## config.mk

```make
export PLATFORM = sky130hd
export DESIGN_NAME = lamp_cycler
export DESIGN_NICKNAME = d
export VERILOG_FILES = /design/src/rtl/lc_pkg.sv /design/src/rtl/lc_next.sv /design/src/rtl/lc_lamp_dec.sv /design/src/rtl/lamp_cycler.sv
export SDC_FILE = /design/constraint.sdc
export NUM_CORES = 1
export LEC_CHECK = 0
export CORE_AREA = 4 4 41 43
export DETAILED_ROUTE_END_ITERATION = 10
export DIE_AREA = 0 0 45 47
export PLACE_DENSITY = 0.32
export SETUP_SLACK_MARGIN = 0.1
export SLEW_MARGIN = 20
export SYNTH_ARGS = -nofsm -noshare
export SYNTH_HDL_FRONTEND = slang
export SYNTH_SLANG_ARGS = --single-unit
export TNS_END_PERCENT = 30
```

## constraint.sdc

```tcl
create_clock -name clk -period 1 [get_ports clk]
set_input_delay 0.1 -clock clk [delete_from_list [all_inputs] [get_ports clk]]
set_output_delay 0.1 -clock clk [all_outputs]
set_load 0.05 [all_outputs]
```

## src/rtl/lc_pkg.sv

```systemverilog
package lc_pkg;
  localparam int unsigned ST_W = 2;
  localparam int unsigned LAMP_N = 3;

  typedef enum logic [ST_W-1:0] {
    ST_RED   = 2'b00,
    ST_GRN   = 2'b01,
    ST_YEL   = 2'b10,
    ST_TRANS = 2'b11
  } lc_state_e;

  typedef struct packed {
    logic grn;
    logic yel;
    logic red;
  } lc_lamps_t;
endpackage

```

## src/rtl/lc_next.sv

```systemverilog
module lc_next
  import lc_pkg::*;
(
  input  logic            rst,
  input  logic            go,
  input  logic            preset,
  input  logic [ST_W-1:0] cur,
  output logic [ST_W-1:0] nxt
);
  always_comb begin
    if (rst) begin
      nxt = ST_RED;
    end else if (preset) begin
      nxt = ST_TRANS;
    end else begin
      nxt[0] = go & ~cur[1] & ~cur[0];
      nxt[1] = ~cur[1] & cur[0];
    end
  end
endmodule

```

## src/rtl/lc_lamp_dec.sv

```systemverilog
module lc_lamp_dec
  import lc_pkg::*;
(
  input  logic [ST_W-1:0] st,
  output lc_lamps_t       lamps
);
  logic red_w;
  logic yel_w;

  always_comb begin
    red_w     = ~(st[1] | st[0]);
    yel_w     = st[1];
    lamps.red = red_w;
    lamps.yel = yel_w;
    lamps.grn = ~(red_w | yel_w);
  end
endmodule

```

## src/rtl/lamp_cycler.sv

```systemverilog
module lamp_cycler
  import lc_pkg::*;
(
  input  logic            clk,
  input  logic            rst,
  input  logic            go,
  input  logic            preset,
  output logic            lamp_grn,
  output logic            lamp_yel,
  output logic            lamp_red,
  output logic [ST_W-1:0] state_q
);
  logic [ST_W-1:0] st_q;
  logic [ST_W-1:0] st_d;
  lc_lamps_t       lamps_d;
  lc_lamps_t       lamps_q;

  lc_next u_next (
    .rst    (rst),
    .go     (go),
    .preset (preset),
    .cur    (st_q),
    .nxt    (st_d)
  );

  lc_lamp_dec u_dec (
    .st    (st_d),
    .lamps (lamps_d)
  );

  always_ff @(posedge clk) begin
    st_q    <= st_d;
    lamps_q <= lamps_d;
  end

  assign state_q  = st_q;
  assign lamp_grn = lamps_q.grn;
  assign lamp_yel = lamps_q.yel;
  assign lamp_red = lamps_q.red;
endmodule

```

# Yosys cells after proc, flatten, opt, wreduce, memory -nomap -nowiden
# Index checks and enable logic that the tools add are counted.
# totals
out_inout_bits	5
register_bits	5
inputBits	4
# classes
n_mux	2
bitwise	9
# op_table
operator	count
two-way mux 2 bit	2
NOT 1 bit	4
AND 1 bit	3
OR 1 bit	2

# Longest topological paths before layout
# Gate-level depths: netlist of run 1.
# logic_depth
depth_word	9
mapped_depth	2
mapped_depth_nobuf	2

# Modules after synthesis
# A second synthesis of run 1 with hierarchy kept.
# unflattened
hier_cells	14
hier_area_um2	161.4
# modules_own_cells
mod	instances	cells_per_inst	area_per_inst_um2	seq_area_each_um2
lamp_cycler	1	5	100.1	100.1
lc_lamp_dec	1	4	32.5	0.0
lc_next	1	5	28.8	0.0

# Least setup slack after synthesis of run 1
# OpenSTA, ideal clock, no wires.
# synth_path
path_type	register -> register
startpoint	register st_q[0], in the netlist state_q[0]
endpoint	register st_q[0], in the netlist state_q[0]
setup_slack_ns	-0.107
t_required_ns	0.930
path_stages_with_launch	3
n_path_buf	0
t_arrival_ns	1.038
setup_ns	0.070
cell_sequence	dfxtp_1 > or3b_1 > a21oi_1
# synth_via
elab_chain_cells	4
# synth_rtl
item	line_no	rtl
start: declaration	lamp_cycler.sv:13	logic [ST_W-1:0] st_q;
start signal: assignment	lamp_cycler.sv:32	st_q <= st_d;
NOT 1 bit	lc_next.sv:16	nxt[0] = go & ~cur[1] & ~cur[0];
AND 1 bit	lc_next.sv:16	
two-way mux 2 bit	lc_next.sv:13	end else if (preset) begin
two-way mux 2 bit	lc_next.sv:11	if (rst) begin
named net st_d[0]	lamp_cycler.sv:14	logic [ST_W-1:0] st_d;
# The timed path passes the listed nets, and every way through them passes these cells.

# Worst setup path after layout of run 1
# layout_path
startpoint	input port go
endpoint	register st_q[0], in the netlist state_q[0]
# layout_via
elab_chain_cells	4
# layout_rtl
item	line_no	rtl
start: declaration	lamp_cycler.sv:6	input logic go,
AND 1 bit (2 in series)	lc_next.sv:16	
two-way mux 2 bit	lc_next.sv:13	
two-way mux 2 bit	lc_next.sv:11	
named net st_d[0]	lamp_cycler.sv:14	
# The timed path passes the listed nets, and every way through them passes these cells.

==> results.sh, run 1 <==
export IMPL_cellPowerDensity_nw_per_um2=1510
export IMPL_grt_first_pass_wirelength_um=586
export IMPL_yosys_warnings=0
export IMPL_syn_inst=13
export IMPL_core_um2=1300
export IMPL_p_sw_mw=0.136
export IMPL_ir_drop_uv=987
export IMPL_cts_buffers=3
export IMPL_syn_to_final_growth_pct=153
export IMPL_slew_violations=0
export IMPL_critPathKind="primary input to flip-flop"
export IMPL_vias_per_cell=3.54
export IMPL_crit_chain="clkdlybuf4s50_1, or3b_4, a21oi_2"
export IMPL_cp_depth=3
export IMPL_r2r_slack_ps=70
export IMPL_gp_congestion=0.789
export IMPL_drive_gt1_frac=0.615
export IMPL_intPower_mw=0.385
export IMPL_die_area_um2=2120
export IMPL_p_clk_frac=0.360
export IMPL_cp_start_kind="primary input"
export IMPL_fmax_mhz=1070
export IMPL_timing_rr_end="state_q[0]$_DFF_P_"
export IMPL_synth_area_per_cell_um2=10.5
export IMPL_ant_nets=0
export IMPL_outcome="completed"
export IMPL_cp_top_family="buffers and inverters"
export IMPL_drtIter0Drc=1
export IMPL_worst_ep_required_time_ps=1150
export IMPL_post_place_cells=38
export IMPL_syn_cell_area_um2=136
export IMPL_ys_types=8
export IMPL_initial_core_util=0.105
export IMPL_synth_seq_area_share=0.587
export IMPL_rsz0062_at_grt="yes"
export IMPL_whs_ps=492
export IMPL_worst_setup_path_end_kind="flip-flop"
export IMPL_most_common_layout_cells="5 x buf_12, 3 x clkbuf_4, 3 x clkdlybuf4s50_1"
export IMPL_finalInstanceArea_um2=345
export IMPL_relSlewSlack=0.892
export IMPL_port_buffers=8
export IMPL_cp_arrival_ps=1090
export IMPL_fin_nets=32
export IMPL_wl_um=360
export IMPL_antenna_found_initial=0
export IMPL_worstHoldStart="rst"
export IMPL_finalHoldViolCount=0
export IMPL_syn_nets=17
export IMPL_clkSinkCount=4
export IMPL_final_common_cell="buf_12"
export IMPL_clock_latency_ps=230
export IMPL_hold_class="primary input to flip-flop"
export IMPL_grt_use_total=0.0427
export IMPL_die_h_um=47
export IMPL_grt_max_degree=5
export IMPL_grt_overflow=0
export IMPL_rows=13
export IMPL_vias=145
export IMPL_dr_pass1_iters=2
export IMPL_final_cells=41
export IMPL_synth_seq_cells=4
export IMPL_cp_slowest_cell="clkdlybuf4s50_1"
export IMPL_p_seq_frac=0.345
export IMPL_post_route_period_util=0.938
export IMPL_cts_tree="yes"
export IMPL_path_buf_inv=1
export IMPL_cap_violations=0
export IMPL_timing_rr_start="lamp_yel$_DFF_P_"
export IMPL_leakage_nw=0.144
export IMPL_cts_root_buf="clkbuf_4"
export IMPL_wl_per_cell_um=8.78
export IMPL_power_share_combinational=0.294
export IMPL_worstMarginPinSlew_ps=161
export IMPL_hpwl_um=306
export IMPL_drc=0
export IMPL_diodes=0
export IMPL_slowest_delay_ps=470
export IMPL_swShare=0.262
export IMPL_startpoint="go"
export IMPL_die_w_um=45
export IMPL_place_area_um2=308
export IMPL_grt_pass1_vias=135
export IMPL_fin_tns_setup_ps=0
export IMPL_clock_skew_final_ps=2.63
export IMPL_holdBufCountCts=0
export IMPL_cp_max_fo=2
export IMPL_crit_end="state_q[0]$_DFF_P_"
export IMPL_reg2reg_depth=2
export IMPL_htree_levels=1
export IMPL_period_needed_ps=938
export IMPL_io_pins=9
export IMPL_path_clk_slew_ps=30
export IMPL_final_util=0.265
export IMPL_setup_violations=0
export IMPL_clk_path_buf_depth=2
## how the worst min path moves through the flow
stage | endpoint | cells after the start | slack [ps]
2_1_floorplan | lamp_yel$_DFF_P_ | 1 | 160
3_3_place_gp | state_q[0]$_DFF_P_ | 2 | 540
3_5_place_dp | lamp_grn$_DFF_P_ | 2 | 540
4_1_cts | lamp_grn$_DFF_P_ | 2 | 480
5_1_grt | lamp_red$_DFF_P_ | 2 | 510
6_report | lamp_red$_DFF_P_ | 2 | 490
## final cells by class
| class | count | area (um^2) |
|---|---|---|
| multi-input combinational | 7 | 56.3 |
| sequential | 4 | 87.6 |
| fill | 146 | 956 |
| clock buffer | 3 | 22.5 |
| inverter | 1 | 3.75 |
| timing repair buffer | 11 | 156 |
| tap | 15 | 18.8 |
## state kept, by name, indices dropped and copies added, names as in the netlist
signal    count
lamp_grn      1
lamp_red      1
lamp_yel      1
state_q       1
## synth_stat cells, drive strengths merged
master / instances / area share
buf: 1 / 0.055
a211o: 1 / 0.064
nor3: 2 / 0.073
inv: 1 / 0.027
or3b: 1 / 0.064
or2b: 1 / 0.055
a21oi: 2 / 0.073
dfxtp: 4 / 0.59
## kinds of logic (layout without fill, tap and decap cells)
| kind of cell | after synthesis | count (layout) | share of synthesized area |
|---|---|---|---|
| AND/OR/NAND/NOR | 4 | 4 | 0.193 |
| flip-flops | 4 | 4 | 0.587 |
| AO/OA/AOI/OAI | 3 | 3 | 0.138 |
| buffers and inverters | 2 | 15 | 0.0826 |
## metrics by stage
step	power (mW)	setup WS [ps]
4_1_cts	0.530	55.1
3_3_place_gp	0.327	-189
5_1_grt	0.559	40.0
6_report	0.521	62.4
2_1_floorplan	0.243	29.2
3_5_place_dp	0.328	-165
## power by group through the flow
stage | Combinational, mW | Clock, mW | Sequential (mW)
final | 0.153 | 0.188 | 0.180
after global routing | 0.160 | 0.217 | 0.182
after CTS | 0.148 | 0.201 | 0.180
after detailed placement | 0.146 | 0 | 0.181
after global placement | 0.146 | 0 | 0.181
after floorplan | 0.0277 | 0 | 0.215
## repair_timing
action	CTS	global route
setup endpoints to repair	5	5
setup buffers	0	0
hold endpoints to repair	0	0
resized for setup	1	3
pin swaps	0	0
## layer usage
metal	GRT usage	share of wire
met1	0.0479	0.43
met2	0.0480	0.44
met3	0.0613	0.12
met4	0	0
met5	0	0
(Power assumes the default switching activity.)
==> run 2: changes to the inputs <==
Settings changed: CELL_PAD_IN_SITES_DETAIL_PLACEMENT from default to 1, CELL_PAD_IN_SITES_GLOBAL_PLACEMENT from default to 1, PLACE_DENSITY 0.32 to 0.4.
==> results.sh, run 2 (synthesized netlist as in run 1, its figures left out) <==
export IMPL_outcome="completed"
export IMPL_worst_setup_path_end_kind="output pin"
export IMPL_antenna_found_initial=0
export IMPL_most_common_layout_cells="5 x buf_12, 3 x clkbuf_4, 3 x clkdlybuf4s50_1"
export IMPL_die_h_um=47
export IMPL_vias=147
export IMPL_cts_tree="yes"
export IMPL_cp_max_fo=4
export IMPL_cap_violations=0
export IMPL_cp_start_kind="flip-flop"
export IMPL_whs_endpoint="lamp_red$_DFF_P_"
export IMPL_worst_ep_required_time_ps=900
export IMPL_gp_congestion=0.733
export IMPL_vias_per_cell=3.59
export IMPL_rsz0062_at_grt="yes"
export IMPL_worstHoldStart="rst"
export IMPL_hold_class="primary input to flip-flop"
export IMPL_critPathKind="flip-flop to output pin"
export IMPL_wl_um=416
export IMPL_clkSinkCount=4
export IMPL_post_place_cells=38
export IMPL_r2r_slack_ps=60
export IMPL_grt_first_pass_wirelength_um=710
export IMPL_reg2reg_depth=2
export IMPL_nFillCells=151
export IMPL_timing_rr_start="lamp_yel$_DFF_P_"
export IMPL_grt_max_degree=5
export IMPL_cts_root_buf="clkbuf_4"
export IMPL_clk_path_buf_depth=2
export IMPL_die_area_um2=2120
export IMPL_port_buffers=8
export IMPL_post_route_period_util=0.942
export IMPL_rows=13
export IMPL_drc=0
export IMPL_cp_arrival_ps=840
export IMPL_worstHoldPathCells=2
export IMPL_fmax_mhz=1060
export IMPL_initial_core_util=0.105
export IMPL_ant_nets=0
export IMPL_clock_skew_final_ps=5.32
export IMPL_final_common_cell="buf_12"
export IMPL_relSlewSlack=0.890
export IMPL_dpl_worst_slack_ps=-189
export IMPL_worst_slack_ps=58.1
export IMPL_setup_violations=0
export IMPL_hpwl_um=350
export IMPL_final_cells=41
export IMPL_drtIter0Drc=1
export IMPL_grt_pass1_vias=176
export IMPL_period_needed_ps=942
export IMPL_cellPowerDensity_nw_per_um2=1540
export IMPL_diodes=0
export IMPL_htree_levels=1
export IMPL_grt_overflow=0
export IMPL_worstMarginPinSlew_ps=163
export IMPL_leakage_nw=0.144
export IMPL_core_um2=1300
export IMPL_dr_pass1_iters=2
export IMPL_cts_buffers=3
export IMPL_seq_area_um2=87.6
export IMPL_io_pins=9
export IMPL_ir_drop_uv=701
export IMPL_slew_violations=0
export IMPL_finalHoldViolCount=0
export IMPL_path_clk_slew_ps=40
export IMPL_die_w_um=45
export IMPL_syn_to_final_growth_pct=153
export IMPL_drive_gt1_frac=0.615
export IMPL_fin_nets=32
export IMPL_clock_latency_ps=240
export IMPL_grt_use_total=0.0569
export IMPL_multi_input_area_um2=56.3
export IMPL_fin_tns_setup_ps=0
export IMPL_timing_rr_end="state_q[0]$_DFF_P_"
export IMPL_cts_setup_buffers=0
export IMPL_wl_per_cell_um=10.1
==> run 2: cell counts in the layout (fill, tap and decap cells not counted) <==
Identical to the previous run, type by type.
==> run 2: worst max path at each step <==
stage	start	end	slack [ps]	cells after the start
2_1_floorplan	lamp_yel$_DFF_P_	lamp_grn$_DFF_P_	30	2
3_3_place_gp	go	lamp_grn$_DFF_P_	-180	3
3_5_place_dp	go	lamp_grn$_DFF_P_	-190	3
4_1_cts	lamp_yel$_DFF_P_	lamp_yel	40	2
5_1_grt	lamp_yel$_DFF_P_	state_q[1]	30	2
6_report	lamp_yel$_DFF_P_	state_q[1]	60	2
==> run 2: layout make-up <==
| type | count | share of cell area |
|---|---|---|
| clock buffers | 3 | 0.0652 |
| well taps | 15 | 0.0543 |
| multi-input cells | 7 | 0.163 |
| inverters | 1 | 0.0109 |
| flip-flops and latches | 4 | 0.254 |
| repair buffers | 11 | 0.453 |
==> run 2: what timing repair did <==
item,CTS,global route
hold buffers,0,0
resized for setup,4,0
endpoints found under the setup margin,5,5
hold endpoints to repair,0,0
==> run 2: worst max-delay path, cell delays in order (launching register included) <==
cell     delay (ps)
dfxtp_4         340
buf_6           130
buf_12          140
==> run 2: power breakdown <==
| group | leakage (nW) | internal (mW) | switching (mW) |
|---|---|---|---|
| sequential | 0.0343 | 0.170 | 0.00994 |
| clock | 0.0138 | 0.134 | 0.0637 |
| combinational | 0.0957 | 0.0811 | 0.0723 |
==> run 2: through the flow <==
stage,hold slack [ps],utilization,total power [mW],instance area [um^2]
finish,472,0.265,0.531,345
global route,467,0.265,0.578,345
CTS,470,0.265,0.547,345
detailed placement,550,0.237,0.329,308
global placement,525,0.237,0.327,308
floorplan,159,-,0.243,144
==> run 2: metal layers <==
| metal | up-vias | wire length, um | track usage |
|---|---|---|---|
| li1 | 71 | - | - |
| met1 | 66 | 164 | 0.0524 |
| met2 | 8 | 185 | 0.0621 |
| met3 | 2 | 54 | 0.0690 |
| met4 | 0 | 11 | 0.0526 |
| met5 | - | 0 | 0 |
==> run 3: changes to the inputs <==
Settings changed: GPL_ROUTABILITY_DRIVEN from default to 0.
Clock period 1 ns to 1.12 ns, I/O delays scaled along.
==> results.sh, run 3 (synthesized netlist as in run 1, its figures left out) <==
export IMPL_hold_class="primary input to flip-flop"
export IMPL_slew_violations=0
export IMPL_grt_use_total=0.0435
export IMPL_grt_first_pass_wirelength_um=531
export IMPL_most_common_layout_cells="5 x buf_12, 3 x clkbuf_4, 3 x clkdlybuf4s50_1"
export IMPL_cp_arrival_ps=1120
export IMPL_drive_gt1_frac=0.458
export IMPL_path_clk_slew_ps=40
export IMPL_cts_repair_resize_count=0
export IMPL_worst_setup_path_end_kind="flip-flop"
export IMPL_grt_max_degree=6
export IMPL_wl_um=377
export IMPL_cts_setup_buffers=0
export IMPL_fmax_mhz=1040
export IMPL_wl_per_cell_um=9.67
export IMPL_leakage_nw=0.131
export IMPL_clock_skew_final_ps=3.27
export IMPL_dr_pass1_iters=2
export IMPL_drc=0
export IMPL_antenna_found_initial=0
export IMPL_finalHoldViolCount=0
export IMPL_fin_tns_setup_ps=0
export IMPL_clkSinkCount=4
export IMPL_die_h_um=47
export IMPL_period_needed_ps=963
export IMPL_core_um2=1300
export IMPL_syn_to_final_growth_pct=128
export IMPL_htree_levels=1
export IMPL_fin_nets=30
export IMPL_worst_slack_ps=157
export IMPL_relSlewSlack=0.873
export IMPL_critPathKind="flip-flop to flip-flop"
export IMPL_dpl_worst_slack_ps=-56.8
export IMPL_setup_violations=0
export IMPL_ant_nets=0
export IMPL_cellPowerDensity_nw_per_um2=1490
export IMPL_hpwl_um=320
export IMPL_holdBufCountCts=0
export IMPL_rsz0062_at_grt="no"
export IMPL_diodes=0
export IMPL_rows=13
export IMPL_die_area_um2=2120
export IMPL_cts_root_buf="clkbuf_4"
export IMPL_drtIter0Drc=2
export IMPL_cp_start_kind="flip-flop"
export IMPL_ir_drop_uv=652
export IMPL_die_w_um=45
export IMPL_cts_buffers=3
export IMPL_cts_tree="yes"
export IMPL_initial_core_util=0.105
export IMPL_io_pins=9
export IMPL_clock_latency_ps=240
export IMPL_cp_max_fo=5
export IMPL_vias_per_cell=3.59
export IMPL_grt_pass1_vias=145
export IMPL_cap_violations=0
export IMPL_worst_ep_required_time_ps=1280
export IMPL_final_common_cell="buf_12"
export IMPL_post_route_period_util=0.859
export IMPL_vias=140
export IMPL_outcome="completed"
export IMPL_reg2reg_depth=2
export IMPL_clk_path_buf_depth=2
export IMPL_worstMarginPinSlew_ps=188
export IMPL_port_buffers=8
export IMPL_grt_overflow=0
export IMPL_worstHoldPathCells=2
run 3: metal layers:
layer,track usage,vias up,share of wire
met5,0,-,0
met4,0.0175,0,0
met3,0.0690,0,0.14
met2,0.0565,8,0.49
met1,0.0319,66,0.37
li1,-,66,-
run 3: cell type report:
type | count | area (um^2)
Multi-Input combinational cell | 7 | 45.0
Fill cell | 154 | 991
Clock buffer | 3 | 22.5
Timing Repair Buffer | 9 | 138
Inverter | 1 | 3.75
Tap cell | 15 | 18.8
Sequential cell | 4 | 82.6
run 3: worst paths after layout:
check	slack, ps	endpoint	from
worst max-delay path	160	state_q[0]$_DFF_P_	lamp_yel$_DFF_P_
worst min-delay path	500	lamp_yel$_DFF_P_	rst
worst max register to register	160	state_q[0]$_DFF_P_	lamp_yel$_DFF_P_
worst min register to register	570	lamp_yel$_DFF_P_	state_q[0]$_DFF_P_
run 3: per-stage QoR:
| step | hold slack (ps) | area, um^2 | total power [mW] | util | instances |
|---|---|---|---|---|---|
| final | 500 | 310 | 0.462 | 0.238 | 39 |
| after global routing | 499 | 310 | 0.492 | 0.238 | 39 |
| after CTS | 493 | 310 | 0.471 | 0.238 | 39 |
| after detailed placement | 563 | 288 | 0.288 | 0.221 | 36 |
| after global placement | 562 | 288 | 0.288 | 0.221 | 36 |
| after floorplan | 174 | 139 | 0.218 | - | 13 |
run 3: power breakdown:
part | switching, mW | leakage [nW] | internal (mW)
Clock | 0.0573 | 0.0138 | 0.120
Combinational | 0.0561 | 0.0831 | 0.0618
Sequential | 0.0129 | 0.0337 | 0.154
Total | 0.126 | 0.131 | 0.335
run 3: worst max-delay path, stage by stage, from the launching register on:
cell,delay (ps)
dfxtp_2,360
or3b_1,370
a21oi_1,150
